==> src/rtl/asr_pkg.sv <==
package asr_pkg;

    typedef enum logic [2:0] {
        MD_LSB16,
        MD_LSB20,
        MD_MSB24,
        MD_I2S24,
        MD_LSB24
    } mode_e;

    typedef enum logic [1:0] {
        ST_UNSYNC,
        ST_NEED_LEFT,
        ST_HOLD_LEFT
    } pack_state_e;

    function automatic mode_e decode_fmt(logic [2:0] code);
        case (code)
            3'b000:  return MD_LSB16;
            3'b001:  return MD_LSB20;
            3'b011:  return MD_I2S24;
            3'b100:  return MD_LSB24;
            default: return MD_MSB24;
        endcase
    endfunction

    function automatic logic left_level(mode_e m);
        return (m == MD_I2S24) ? 1'b0 : 1'b1;
    endfunction

    function automatic int kept_bits(mode_e m, int full);
        case (m)
            MD_LSB16: return 16;
            MD_LSB20: return 20;
            default:  return full;
        endcase
    endfunction

endpackage

==> src/rtl/asr_in_sync.sv <==
module asr_in_sync #(
    parameter int STAGES = 2,
    parameter int LANES  = 3
) (
    input  logic             clk,
    input  logic             rst_n,
    input  logic [LANES-1:0] raw,
    output logic [LANES-1:0] synced,
    output logic             lane0_rise
);
    logic [LANES-1:0] pipe [STAGES];
    logic             lane0_q;

    always_ff @(posedge clk or negedge rst_n) begin
        if (!rst_n) begin
            for (int i = 0; i < STAGES; i++) pipe[i] <= '0;
            lane0_q <= 1'b0;
        end else begin
            pipe[0] <= raw;
            for (int i = 1; i < STAGES; i++) pipe[i] <= pipe[i-1];
            lane0_q <= pipe[STAGES-1][0];
        end
    end

    assign synced     = pipe[STAGES-1];
    assign lane0_rise = pipe[STAGES-1][0] & ~lane0_q;

endmodule

==> src/rtl/asr_shift_engine.sv <==
module asr_shift_engine
    import asr_pkg::*;
#(
    parameter int W = 24
) (
    input  logic         clk,
    input  logic         rst_n,
    input  logic [2:0]   fmt_sel,
    input  logic         bit_rise,
    input  logic         wclk_s,
    input  logic         data_s,
    output logic         word_stb,
    output logic [W-1:0] word,
    output logic         word_left
);
    localparam int CNT_W = $clog2(W + 2);
    localparam logic [CNT_W-1:0] LAST_MSB = CNT_W'(W - 1);
    localparam logic [CNT_W-1:0] LAST_I2S = CNT_W'(W);
    localparam logic [CNT_W-1:0] CNT_TOP  = '1;

    mode_e          mode_q, mode_next;
    logic           primed, lr_prev, edge_seen, boundary;
    logic [CNT_W-1:0] cnt;
    logic [W-1:0]   sh, word_src;

    function automatic logic [W-1:0] pick(mode_e m, logic [W-1:0] s);
        int amt;
        logic signed [W-1:0] t;
        amt = W - kept_bits(m, W);
        t   = s << amt;
        return t >>> amt;
    endfunction

    always_comb begin
        edge_seen = primed && (wclk_s != lr_prev);
        boundary  = edge_seen && (wclk_s == left_level(mode_q));
        mode_next = (!primed || boundary) ? decode_fmt(fmt_sel) : mode_q;
        // I2S at exactly W clocks per half: the LSB lands on the transition bit
        word_src  = (mode_q == MD_I2S24 && cnt == LAST_I2S) ? {sh[W-2:0], data_s} : sh;
    end

    always_ff @(posedge clk or negedge rst_n) begin
        if (!rst_n) begin
            mode_q    <= MD_MSB24;
            primed    <= 1'b0;
            lr_prev   <= 1'b0;
            cnt       <= '0;
            sh        <= '0;
            word_stb  <= 1'b0;
            word      <= '0;
            word_left <= 1'b0;
        end else begin
            word_stb <= 1'b0;
            if (bit_rise) begin
                primed  <= 1'b1;
                lr_prev <= wclk_s;
                mode_q  <= mode_next;
                if (edge_seen) begin
                    word_stb  <= 1'b1;
                    word      <= pick(mode_q, word_src);
                    word_left <= (lr_prev == left_level(mode_q));
                    cnt       <= CNT_W'(1);
                    case (mode_next)
                        MD_MSB24: sh <= {{(W-1){1'b0}}, data_s};
                        MD_I2S24: sh <= '0;
                        default:  sh <= {sh[W-2:0], data_s};
                    endcase
                end else begin
                    if (cnt != CNT_TOP) cnt <= cnt + 1'b1;
                    case (mode_q)
                        MD_MSB24: if (cnt <= LAST_MSB) sh <= {sh[W-2:0], data_s};
                        MD_I2S24: if (cnt >= CNT_W'(1) && cnt <= LAST_I2S) sh <= {sh[W-2:0], data_s};
                        default:  sh <= {sh[W-2:0], data_s};
                    endcase
                end
            end
        end
    end

    // once running, the decode mode moves only together with a word hand-off
    assert_mode_at_boundary_R9: assert property (@(posedge clk) disable iff (!rst_n)
        (primed && $past(primed) && mode_q != $past(mode_q)) |-> word_stb);

    // a 16-bit right-aligned word leaves the engine sign-extended
    assert_lsb16_sign_R1: assert property (@(posedge clk) disable iff (!rst_n)
        (word_stb && $past(mode_q) == MD_LSB16) |-> (word[W-1:16] == {(W-16){word[15]}}));

    // a word is only produced right after a detected rising bit edge
    assert_word_on_rise_R6: assert property (@(posedge clk) disable iff (!rst_n)
        word_stb |-> $past(bit_rise));

endmodule

==> src/rtl/asr_frame_pack.sv <==
module asr_frame_pack
    import asr_pkg::*;
#(
    parameter int W = 24
) (
    input  logic         clk,
    input  logic         rst_n,
    input  logic         word_stb,
    input  logic [W-1:0] word,
    input  logic         word_left,
    output logic [W-1:0] left_out,
    output logic [W-1:0] right_out,
    output logic         frame_valid
);
    pack_state_e  state, state_next;
    logic [W-1:0] held;

    always_ff @(posedge clk or negedge rst_n) begin
        if (!rst_n) state <= ST_UNSYNC;
        else        state <= state_next;
    end

    always_comb begin
        state_next = state;
        if (word_stb) begin
            unique case (state)
                ST_UNSYNC:    state_next = ST_NEED_LEFT;
                ST_NEED_LEFT: state_next = word_left ? ST_HOLD_LEFT : ST_NEED_LEFT;
                ST_HOLD_LEFT: state_next = word_left ? ST_HOLD_LEFT : ST_NEED_LEFT;
                default:      state_next = ST_UNSYNC;
            endcase
        end
    end

    always_ff @(posedge clk or negedge rst_n) begin
        if (!rst_n) begin
            held        <= '0;
            left_out    <= '0;
            right_out   <= '0;
            frame_valid <= 1'b0;
        end else begin
            frame_valid <= 1'b0;
            if (word_stb && state != ST_UNSYNC) begin
                if (word_left) begin
                    held <= word;
                end else if (state == ST_HOLD_LEFT) begin
                    left_out    <= held;
                    right_out   <= word;
                    frame_valid <= 1'b1;
                end
            end
        end
    end

    assert_valid_single_R7: assert property (@(posedge clk) disable iff (!rst_n)
        frame_valid |=> !frame_valid);

    assert_out_hold_R7: assert property (@(posedge clk) disable iff (!rst_n)
        !frame_valid |-> ($stable(left_out) && $stable(right_out)));

    assert_valid_from_hold_R7: assert property (@(posedge clk) disable iff (!rst_n)
        frame_valid |-> ($past(state) == ST_HOLD_LEFT && $past(!word_left)));

endmodule

==> src/rtl/audio_serial_rx.sv <==
module audio_serial_rx
    import asr_pkg::*;
#(
    parameter int SAMPLE_W    = 24,
    parameter int SYNC_STAGES = 2
) (
    input  logic                clk,
    input  logic                rst_n,
    input  logic [2:0]          fmt_sel,
    input  logic                bit_clk,
    input  logic                word_clk,
    input  logic                ser_data,
    output logic [SAMPLE_W-1:0] left_out,
    output logic [SAMPLE_W-1:0] right_out,
    output logic                frame_valid
);
    localparam int LANES = 3;

    logic [LANES-1:0]    lines_s;
    logic                bit_rise, word_stb, word_left;
    logic [SAMPLE_W-1:0] word;

    asr_in_sync #(.STAGES(SYNC_STAGES), .LANES(LANES)) u_sync (
        .clk        (clk),
        .rst_n      (rst_n),
        .raw        ({ser_data, word_clk, bit_clk}),
        .synced     (lines_s),
        .lane0_rise (bit_rise)
    );

    asr_shift_engine #(.W(SAMPLE_W)) u_engine (
        .clk       (clk),
        .rst_n     (rst_n),
        .fmt_sel   (fmt_sel),
        .bit_rise  (bit_rise),
        .wclk_s    (lines_s[1]),
        .data_s    (lines_s[2]),
        .word_stb  (word_stb),
        .word      (word),
        .word_left (word_left)
    );

    asr_frame_pack #(.W(SAMPLE_W)) u_pack (
        .clk         (clk),
        .rst_n       (rst_n),
        .word_stb    (word_stb),
        .word        (word),
        .word_left   (word_left),
        .left_out    (left_out),
        .right_out   (right_out),
        .frame_valid (frame_valid)
    );

endmodule

==> config.mk <==
export PLATFORM = sky130hd
export DESIGN_NAME = audio_serial_rx
export DESIGN_NICKNAME = d
export VERILOG_FILES = /design/src/rtl/asr_pkg.sv /design/src/rtl/asr_in_sync.sv /design/src/rtl/asr_shift_engine.sv /design/src/rtl/asr_frame_pack.sv /design/src/rtl/audio_serial_rx.sv
export SDC_FILE = /design/constraint.sdc
export NUM_CORES = 1
export LEC_CHECK = 0
export ABC_AREA = 1
export BUFFER_PORTS_ARGS = -buffer_cell sky130_fd_sc_hd__buf_2
export CORE_MARGIN = 5
export CORE_UTILIZATION = 40
export CTS_CLUSTER_DIAMETER = 50
export CTS_CLUSTER_SIZE = 12
export DETAILED_ROUTE_END_ITERATION = 12
export PLACE_DENSITY_LB_ADDON = 0.05
export SLEW_MARGIN = 5
export SYNTH_ARGS = -nofsm -noshare
export SYNTH_HDL_FRONTEND = slang
export SYNTH_HIERARCHICAL = 1
export SYNTH_SLANG_ARGS = --single-unit
==> constraint.sdc <==
create_clock -name clk -period 3.8 [get_ports clk]
set_input_delay 0.57 -clock clk [delete_from_list [all_inputs] [get_ports clk]]
set_output_delay 0.57 -clock clk [all_outputs]
set_load 0.005 [all_outputs]
==> results of run 1 <==
## worst max-delay path by stage
stage | end | slack (ns) | depth (start not counted)
4_1_cts | u_engine/sh[2]$_DFFE_PN0P_ | 1.19 | 10
3_3_place_gp | u_engine/sh[6]$_DFFE_PN0P_ | 1.34 | 10
6_report | u_engine/sh[14]$_DFFE_PN0P_ | 1.21 | 10
2_1_floorplan | u_engine/sh[10]$_DFFE_PN0P_ | 2.11 | 10
3_5_place_dp | u_engine/sh[4]$_DFFE_PN0P_ | 1.23 | 10
5_1_grt | u_engine/sh[2]$_DFFE_PN0P_ | 0.91 | 10
## flip-flops by register name, summed over array words and instances (netlist names)
signal	cells
u_engine/lr_prev	1
u_engine/cnt	5
u_engine/word_left	1
u_engine/word_stb	1
u_engine/mode_q	3
u_sync/lane0_q	1
u_pack/right_out	24
u_engine/primed	1
u_sync/synced	3
u_pack/frame_valid	1
u_pack/held	24
u_engine/word	24
u_pack/left_out	24
u_engine/sh	24
u_pack/state	2
u_sync/pipe	3
## through the flow
step                      worst slack, ns  area (µm²)  hold slack (ns)
after floorplan                     2.110        6255           0.2744
after global placement              1.339        6588           0.3338
after detailed placement            1.234        6588           0.3365
after CTS                           1.189        7221           0.2372
after global routing               0.9132        7221           0.2425
final                               1.207        7221           0.2166
## layer usage
layer | wire, µm | up-vias | track usage | part of all wire
li1 | - | 2390 | - | -
met1 | 6960 | 2231 | 0.2316 | 0.50
met2 | 6299 | 84 | 0.2435 | 0.45
met3 | 556 | 13 | 0.03428 | 0.040
met4 | 146 | 0 | 0.05487 | 0.010
met5 | 0 | - | 0 | 0
## power by group
group	internal [mW]	leakage, nW	switching (mW)
Clock	1.15	0.317	0.613
Combinational	0.307	1.65	0.481
Sequential	1.87	1.87	0.301
Total	3.32	3.83	1.39
## cell type report
| class | count | area [µm²] | area share |
|---|---|---|---|
| Clock buffer | 21 | 470.5 | 0.06515 |
| Clock inverter | 11 | 162.7 | 0.02253 |
| Tap cell | 211 | 264.0 | 0.03656 |
| Inverter | 40 | 150.1 | 0.02079 |
| Timing Repair Buffer | 62 | 344.1 | 0.04765 |
| Multi-Input combinational cell | 486 | 2275 | 0.3150 |
| Sequential cell | 142 | 3555 | 0.4923 |
==> summary.md, run 1 <==
| Metric | Value |
|---|---|
| Worst-path clk slew | 0.06 ns |
| Syn_nets | 725 |
| Reg2reg start | u_engine/cnt[0]$_DFFE_PN0P_ |
| Fin nets | 764 |
| First-pass GRT wire length | 23640 µm |
| Worst-margin pin slew | 1.003 ns |
| Clk_lat worst skew | 0.41 ns |
| Buffers added on ports | 56 |
| Worst-path fanout max | 37 |
| Post-CTS Resized | 0 |
| Overall power | 4.719 mW |
| Synthesis-to-finish area growth | 15.44% |
| Largest net degree at the start of global routing | 90 |
| WL per Instance | 14.35 µm |
| CTS max path bufs | 2 |
| Diodes inserted | 0 |
| Fmax | 0.3856 GHz |
| CTS Hold Bufs | 0 |
| Final WL | 13960 µm |
| Initial Util | 0.4099 |
| Worst Skew | 0.007324 ns |
| Vias in the first global route | 4673 |
| Ratio of final minimum period to clock period | 0.6824 |
| Initial antenna violation count | 0 |
| RR Endpoint | u_engine/sh[14]$_DFFE_PN0P_ |
| Worst Setup End Kind | register |
| Die span in x | 135.0 µm |
| Status | completed |
| Leak | 3.834 nW |
| Crit start category | register |
| Setup Buffers After CTS | 0 |
| Post-Synthesis Cell Area | 6255 µm² |
| Util after Layout | 0.4732 |
| Reg2reg setup slack | 1.21 ns |
| Worst vdd ir | 0.3499 mV |
| Max-Cap Viols | 0 |
| Gr usage total | 0.1612 |
| CP Class | register to register |
| CP top delay family | simple AND/OR/NAND/NOR gates |
| Die footprint | 18240 µm² |
| Placed cells | 941 |
| Overflow after GRT | 0 |
| I/O pins | 57 |
| Setup violators final | 0 |
| DR pass1 iterations | 5 |
| Residual DRC count | 0 |
| Share of layout cells above drive strength 1 | 0.1483 |
| Htree depth | 4 |
| Die Y | 135.0 µm |
| Pwr/cell area | 653.6 nW/µm² |
| Final Hold Vio Count | 0 |
| Non-Filler Instances | 973 |
| Slowest cell on crit path | inv_2 |
| CTS tree | done |
| Vias post-DR | 4718 |
| Critical path's largest stage delay | 0.63 ns |
| CTS Sinks | 142 |
| Core area | 15260 µm² |
| Unrepaired setup endpoints after global routing | no |
| Mean Syn Cell Area | 8.810 µm² |
| CP required | 4.12 ns |
| Headroom to the max-slew limit | 0.3313 |
| Worst hold path class | input pin to async pin |
| Final min period | 2.593 ns |
| Synth warnings | 6 |
| CTS Root Cell | clkbuf_16 |
| Buffers and inverters on the worst path | 2 |
| Max Slew Vio Count | 0 |
| CP Cell Sequence | inv_1, ha_1, nand2_1, nor2_4, o21ai_0, nand3_1, nand3_1, inv_2, nand2_1, o22ai_1 |
| Commonest non-fill, non-tap cell in the layout | nand2_1 |
| Detailed Place HPWL | 8956 µm |
| Synth Instances | 710 |
| Final TNS setup | 0 ns |
| Via count normalized by instance count | 4.849 |
| WP data arrival | 2.91 ns |
| Final Wtd Congestion | 0.8493 |
| Cts bufs inserted | 17 |
| DR iter-0 viols | 334 |
| Commonest cells after routing, fill and taps aside | 253 x nand2_1, 141 x dfrtp_1, 101 x nand3_1 |
| Filler instances | 1477 |
| R2R depth | 10 |
| Antenna-violating nets left | 0 |
| Num rows | 45 |
| Critical Path Source | u_engine/cnt[0]$_DFFE_PN0P_ |
No activity file was read; power rests on OpenSTA's default activity.
==> run 2, diff against run 1 <==
==> constraint.sdc (replaced) <==
create_clock -name clk -period 2.4 [get_ports clk]
set_input_delay 0.36 -clock clk [delete_from_list [all_inputs] [get_ports clk]]
set_output_delay 0.36 -clock clk [all_outputs]
set_load 0.005 [all_outputs]
==> run 2 against run 1 <==
First-iteration DRC count down 27%. Utilization up 0.52 points. Design area up 1.1%. Sequential share of layout area down 0.54 points. Via count up 0.87%. Clock skew about the same. Setup slack worse by 0.85 ns. Wire length down 1.3%. Power up 59%. Register-to-register slack worse by 0.85 ns. Non-clock buffer count up 11. Critical path type unchanged.
==> summary.md, run 2 (synthesized netlist as in run 1, its figures left out) <==
| Metric | Value |
|---|---|
| Pwr/cell area | 1030 nW/µm² (was 653.6 nW/µm²) |
| Max-Cap Viols | 0 (unchanged) |
| Via count normalized by instance count | 4.841 (was 4.849) |
| DR pass1 iterations | 4 (was 5) |
| Crit-path most repeated cell | nand3_1 |
| Fin nets | 775 (was 764) |
| CP Class | register to register (unchanged) |
| Unrepaired setup endpoints after global routing | no (unchanged) |
| Fmax | 0.4888 GHz (was 0.3856 GHz) |
| Hold Path End | u_sync/pipe[5]$_DFF_PN0_ |
| Reg2reg start | u_engine/cnt[0]$_DFFE_PN0P_ (unchanged) |
| Leak | 3.872 nW (was 3.834 nW) |
| Clk_lat worst skew | 0.42 ns (was 0.41 ns) |
| Final Wtd Congestion | 0.7661 (was 0.8493) |
| Worst-path fanout max | 37 (unchanged) |
| Hold path start | ser_data |
| Cts bufs inserted | 17 (unchanged) |
| WP depth | 9 (was 10) |
| Final TNS setup | 0 ns (unchanged) |
| CP required | 2.72 ns (was 4.12 ns) |
| WL per Instance | 14.03 µm (was 14.35 µm) |
| Buffers added on ports | 56 (unchanged) |
| Worst hold path class | input pin to register (was input pin to async pin) |
| Area of the multi-input gates | 2275 µm² (unchanged) |
| CP Cell Sequence | inv_1, ha_1, nand2_1, nor2_4, o21ai_0, nand3_1, nand3_1, clkinv_2, o22ai_1 (was inv_1, ha_1, nand2_1, nor2_4, o21ai_0, nand3_1, nand3_1, inv_2, nand2_1, o22ai_1) |
| Residual DRC count | 0 (unchanged) |
| Final min period | 2.046 ns (was 2.593 ns) |
| First-pass GRT wire length | 23470 µm (was 23640 µm) |
| I/O pins | 57 (unchanged) |
| Worst vdd ir | 0.5361 mV (was 0.3499 mV) |
| RR Endpoint | u_engine/sh[14]$_DFFE_PN0P_ (unchanged) |
| Commonest non-fill, non-tap cell in the layout | nand2_1 (unchanged) |
| Overflow after GRT | 0 (unchanged) |
| Vias in the first global route | 4553 (was 4673) |
| Worst Setup End Kind | register (unchanged) |
| Commonest cells after routing, fill and taps aside | 253 x nand2_1, 141 x dfrtp_1, 101 x nand3_1 (unchanged) |
| Reg2reg setup slack | 0.35 ns (was 1.21 ns) |
| Antenna-violating nets left | 0 (unchanged) |
| Worst Skew | 0.007008 ns (was 0.007324 ns) |
| Die Y | 135.0 µm (unchanged) |
| Detailed Place HPWL | 9398 µm (was 8956 µm) |
| DP Area | 6663 µm² (was 6588 µm²) |
| Diodes inserted | 0 (unchanged) |
| Share of layout cells above drive strength 1 | 0.1567 (was 0.1483) |
| Register area | 3555 µm² (unchanged) |
| Final Hold Vio Count | 0 (unchanged) |
| Ratio of final minimum period to clock period | 0.8523 (was 0.6824) |
| Num rows | 45 (unchanged) |
| Initial Util | 0.4099 (unchanged) |
| CTS max path bufs | 2 (unchanged) |
| Largest net degree at the start of global routing | 53 (was 90) |
| Worst-path clk slew | 0.06 ns (about the same) |
| CP top delay family | buffers and inverters (was simple AND/OR/NAND/NOR gates) |
| CTS tree | done (unchanged) |
| Worst-margin pin slew | 0.8441 ns (was 1.003 ns) |
| Final WL | 13790 µm (was 13960 µm) |
| Setup violators final | 0 (unchanged) |
| Gr usage total | 0.1603 (was 0.1612) |
| R2R depth | 9 (was 10) |
| Max Slew Vio Count | 0 (unchanged) |
| Buffers and inverters on the worst path | 2 (unchanged) |
| DR iter-0 viols | 244 (was 334) |
| WP data arrival | 2.37 ns (was 2.91 ns) |
| Initial antenna violation count | 0 (unchanged) |
| Vias post-DR | 4759 (was 4718) |
| Filler instances | 1496 (was 1477) |
| CTS Root Cell | clkbuf_16 (unchanged) |
| Synthesis-to-finish area growth | 16.72% (was 15.44%) |
| Core area | 15260 µm² (unchanged) |
| Die footprint | 18240 µm² (unchanged) |
| Design area | 7301 µm² (was 7221 µm²) |
| Headroom to the max-slew limit | 0.4366 (was 0.3313) |
| Slowest cell on crit path | dfrtp_1 (was inv_2) |
| Htree depth | 4 (unchanged) |
| Hold Path Depth | 1 |
| Status | completed (unchanged) |
| Critical path's largest stage delay | 0.42 ns (was 0.63 ns) |
| Die span in x | 135.0 µm (unchanged) |
| CTS Sinks | 142 (unchanged) |
| Crit start category | register (unchanged) |
[run 2: power by group]
group | leakage [nW] | switching (mW) | internal [mW]
combinational | 1.70 | 0.792 | 0.508
sequential | 1.87 | 0.440 | 2.96
clock | 0.303 | 0.987 | 1.83
total | 3.87 | 2.22 | 5.30
[run 2: worst register-to-register path, cell delays in order (launching register included)]
cell and delay (ns):
dfrtp_1 0.42, inv_1 0.09, ha_1 0.21, nand2_1 0.11, nor2_4 0.08, o21ai_0 0.15
nand3_1 0.08, nand3_1 0.11, clkinv_2 0.38, o22ai_1 0.32
[run 2: repair_timing]
item | CTS | global route
hold buffers | 1 | 0
gates resized for setup | 0 | 1
setup endpoints to repair | 0 | 1
hold endpoints to repair | 40 | 0
buffers inserted | 0 | 0
[run 2: area by class of cell]
type | count | area share
clock buffers | 19 | 0.05930
clock inverters | 12 | 0.02656
inverters | 40 | 0.02074
multi-input cells | 486 | 0.3116
flip-flops and latches | 142 | 0.4869
well taps | 211 | 0.03616
repair buffers | 73 | 0.05878
[run 2: metal layers]
metal | GRT usage | part of all wire | up-vias
met5 | 0 | 0 | -
li1 | - | - | 2411
met2 | 0.2460 | 0.45 | 78
met4 | 0.05207 | 0.013 | 0
met1 | 0.2257 | 0.50 | 2253
met3 | 0.03726 | 0.036 | 17
[run 2: metrics by stage]
| stage | hold WS, ns | power, mW | instances | setup WS [ns] | util |
|---|---|---|---|---|---|
| after global placement | 0.3081 | 4.716 | 951 | 0.3867 | 0.4367 |
| after global routing | 0.02958 | 7.991 | 983 | 0.002813 | 0.4785 |
| after detailed placement | 0.3065 | 4.764 | 951 | 0.2955 | 0.4367 |
| after floorplan | 0.06441 | 4.260 | 710 | 0.7098 | - |
| after CTS | 0.02759 | 7.610 | 983 | 0.2798 | 0.4784 |
| final | 0.04824 | 7.521 | 983 | 0.3544 | 0.4785 |
[run 2: how the worst max path moves through the flow]
stage,start,to,slack [ns]
after floorplan,u_engine/cnt[0]$_DFFE_PN0P_,u_engine/sh[10]$_DFFE_PN0P_,0.71
after global placement,u_engine/cnt[0]$_DFFE_PN0P_,u_engine/sh[9]$_DFFE_PN0P_,0.39
after detailed placement,u_engine/cnt[0]$_DFFE_PN0P_,u_engine/sh[9]$_DFFE_PN0P_,0.30
after CTS,u_engine/cnt[0]$_DFFE_PN0P_,u_engine/sh[9]$_DFFE_PN0P_,0.28
after global routing,u_engine/cnt[0]$_DFFE_PN0P_,u_engine/sh[14]$_DFFE_PN0P_,0.003
final,u_engine/cnt[0]$_DFFE_PN0P_,u_engine/sh[14]$_DFFE_PN0P_,0.35
==> run 3, diff against run 2 <==
==> constraint.sdc (replaced) <==
create_clock -name clk -period 1.7 [get_ports clk]
set_input_delay 0.255 -clock clk [delete_from_list [all_inputs] [get_ports clk]]
set_output_delay 0.255 -clock clk [all_outputs]
set_load 0.005 [all_outputs]
==> run 3 against run 2 <==
The run now ends with negative setup slack left. Sequential power increased by 42%. Hold slack gained 0.090 ns. Wire length rose by 10%. Die area is the same. Combinational power rose by 88%. Via count increased by 6.9%. Highest routed layer unchanged.
==> summary.md, run 3 (synthesized netlist as in run 1, its figures left out) <==
| Metric | Value |
|---|---|
| Worst hold path class | input pin to register (unchanged) |
| Non-Filler Instances | 1033 (was 983) |
| Comb pwr share | 0.218 (was 0.173) |
| Fin nets | 826 (was 775) |
| Die Y | 135.0 µm (unchanged) |
| CP Class | register to register (unchanged) |
| Final min period | 1.759 ns (was 2.046 ns) |
| DP Area | 6985 µm² (was 6663 µm²) |
| Crit-path most repeated cell | o21ai_1 (was nand3_1) |
| Via count normalized by instance count | 4.924 (was 4.841) |
| Clock power frac | 0.352 (was 0.375) |
| CTS Root Cell | clkbuf_16 (unchanged) |
| Worst-path fanout max | 11 (was 37) |
| CTS Sinks | 142 (unchanged) |
| I/O pins | 57 (unchanged) |
| WP data arrival | 2.06 ns (was 2.37 ns) |
| CP required | 2.00 ns (was 2.72 ns) |
| DR pass1 iterations | 5 (was 4) |
| Internal power component | 7.824 mW (was 5.302 mW) |
| Switching Power | 3.422 mW (was 2.219 mW) |
| Reg power frac | 0.431 (was 0.453) |
| Util after Layout | 0.5441 (was 0.4785) |
| Initial Util | 0.4099 (unchanged) |
| Residual DRC count | 0 (unchanged) |
| Critical path's largest stage delay | 0.40 ns (was 0.42 ns) |
| Overall power | 11.25 mW (was 7.521 mW) |
| Htree depth | 4 (unchanged) |
| Die span in x | 135.0 µm (unchanged) |
| CTS tree | done (unchanged) |
| Commonest cells after routing, fill and taps aside | 228 x nand2_1, 140 x dfrtp_1, 87 x nand3_1 (was 253 x nand2_1, 141 x dfrtp_1, 101 x nand3_1) |
| Share of layout cells above drive strength 1 | 0.2920 (was 0.1567) |
| Max Slew Vio Count | 0 (unchanged) |
| Core area | 15260 µm² (unchanged) |
| Final Hold Vio Count | 0 (unchanged) |
| Worst-margin pin slew | 0.4170 ns (was 0.8441 ns) |
| Cts bufs inserted | 17 (unchanged) |
| First-pass GRT wire length | 24540 µm (was 23470 µm) |
| Headroom to the max-slew limit | 0.7191 (was 0.4366) |
| Final Wtd Congestion | 0.8028 (was 0.7661) |
| Pwr/cell area | 1355 nW/µm² (was 1030 nW/µm²) |
| Clk_lat worst skew | 0.42 ns (about the same) |
| Synthesis-to-finish area growth | 32.73% (was 16.72%) |
| CP top delay family | simple AND/OR/NAND/NOR gates (was buffers and inverters) |
| Vias in the first global route | 4821 (was 4553) |
| Design area | 8302 µm² (was 7301 µm²) |
| Buffers added on ports | 56 (unchanged) |
| DR iter-0 viols | 250 (was 244) |
| Worst Setup End Kind | register (unchanged) |
| Status | finished, violations left (was completed) |
| Slowest cell on crit path | dfrtp_1 (unchanged) |
| Worst Skew | 0.01562 ns (was 0.007008 ns) |
| Crit start category | register (unchanged) |
| Worst vdd ir | 0.7549 mV (was 0.5361 mV) |
| WL per Instance | 14.70 µm (was 14.03 µm) |
| Die footprint | 18240 µm² (unchanged) |
| Placed cells | 984 (was 951) |
| Diodes inserted | 0 (unchanged) |
| Largest net degree at the start of global routing | 58 (was 53) |
| Overflow after GRT | 0 (unchanged) |
| Reg2reg setup slack | -0.06 ns (was 0.35 ns) |
| Gr usage total | 0.1676 (was 0.1603) |
| Buffers and inverters on the worst path | 3 (was 2) |
| Num rows | 45 (unchanged) |
| Fmax | 0.5685 GHz (was 0.4888 GHz) |
| Max-Cap Viols | 0 (unchanged) |
| Vias post-DR | 5087 (was 4759) |
| Final WL | 15180 µm (was 13790 µm) |
| Initial antenna violation count | 0 (unchanged) |
| Setup violators final | 22 (was 0) |
| Ratio of final minimum period to clock period | 1.035 (was 0.8523) |
| Switching Fraction | 0.3043 (was 0.2950) |
| Commonest non-fill, non-tap cell in the layout | nand2_1 (unchanged) |
| Antenna-violating nets left | 0 (unchanged) |
| CTS max path bufs | 2 (unchanged) |
| Worst-path clk slew | 0.06 ns (about the same) |
| Leak | 4.272 nW (was 3.872 nW) |
| Final WS setup | -0.05896 ns (was 0.3544 ns) |
| Detailed Place HPWL | 9973 µm (was 9398 µm) |
| CP Cell Sequence | buf_6, ha_2, nor2_2, nand4_1, o21ai_1, nand3_1, nand3_2, clkinv_4, clkbuf_16, nand2_1, o21ai_1 (was inv_1, ha_1, nand2_1, nor2_4, o21ai_0, nand3_1, nand3_1, clkinv_2, o22ai_1) |
| Failing checks | negative setup slack |
| Unrepaired setup endpoints after global routing | yes (was no) |
-- run 3: changes by cell type in the layout (fill, tap and decap cells not counted), moves of 11 or more --
| cell | change |
|---|---|
| buf_4 | +21 |
| buf_6 | +11 |
| nand2_1 | -25 |
| nand2_2 | +15 |
| nand3_1 | -14 |
| nand3_2 | +11 |
| o21ai_0 | -16 |
-- run 3: through the flow --
step | setup WS [ns] | hold slack, ns | setup TNS [ns]
detailed placement | -0.1289 | 0.1320 | -0.5063
global placement | -0.1378 | 0.1287 | -0.2785
finish | -0.05896 | 0.1383 | -0.4767
global route | -0.1394 | 0.1356 | -3.199
floorplan | 0.009788 | -0.04059 | 0
CTS | -0.02294 | 0.1572 | -0.02813
-- run 3: cell type report --
| cell class | instances | area (µm²) |
|---|---|---|
| Timing Repair Buffer | 121 | 1006 |
| Multi-Input combinational cell | 489 | 2691 |
| Fill cell | 1382 | 6957 |
| Tap cell | 211 | 264.0 |
| Clock inverter | 9 | 158.9 |
| Inverter | 40 | 155.1 |
| Sequential cell | 142 | 3556 |
| Clock buffer | 21 | 470.5 |
-- run 3: power by group through the flow --
stage / clock, mW / sequential (mW) / combinational (mW)
global route: 4.18 / 4.95 / 2.77
global placement: 0 / 4.83 / 2.04
finish: 3.95 / 4.84 / 2.45
CTS: 4.05 / 4.81 / 2.16
detailed placement: 0 / 4.86 / 2.07
floorplan: 0 / 4.67 / 1.35
-- run 3: worst paths after layout --
| kind | start | endpoint | cells after the start |
|---|---|---|---|
| max | u_engine/cnt[0]$_DFFE_PN0P_ | u_engine/sh[22]$_DFFE_PN0P_ | 11 |
| min reg2reg | u_sync/pipe[4]$_DFF_PN0_ | u_sync/synced[1]$_DFF_PN0_ | 0 |
| max in group asynchronous | rst_n | u_engine/mode_q[1]$_DFFE_PN1P_ | 3 |
| min in group asynchronous | rst_n | u_pack/left_out[9]$_DFFE_PN0P_ | 2 |
| min | fmt_sel[2] | u_engine/mode_q[2]$_DFFE_PN0P_ | 3 |
| max reg2reg | u_engine/cnt[0]$_DFFE_PN0P_ | u_engine/sh[22]$_DFFE_PN0P_ | 11 |
-- run 3: worst reg2reg max path, stage by stage (launching register included) --
cell and delay [ns]:
dfrtp_1 0.40, buf_6 0.13, ha_2 0.17, nor2_2 0.08, nand4_1 0.10, o21ai_1 0.09, nand3_1 0.11, nand3_2 0.12
clkinv_4 0.11, clkbuf_16 0.18, nand2_1 0.07, o21ai_1 0.07
-- run 3: repair_timing --
action                     4_1_cts  5_1_grt
pin swaps                       12       33
hold endpoints to repair        39        0
gates cloned                     2        5
buffers inserted                 6        4
setup endpoints to repair       22       55
hold buffers                     4        0
resized for setup               29       99
-- run 3: per-layer routing --
metal | global-route usage | vias up | routed length, µm
met4 | 0.06327 | 0 | 278
met2 | 0.2563 | 95 | 7221
met1 | 0.2345 | 2432 | 7151
met5 | 0 | - | 0
li1 | - | 2536 | -
met3 | 0.03689 | 24 | 528
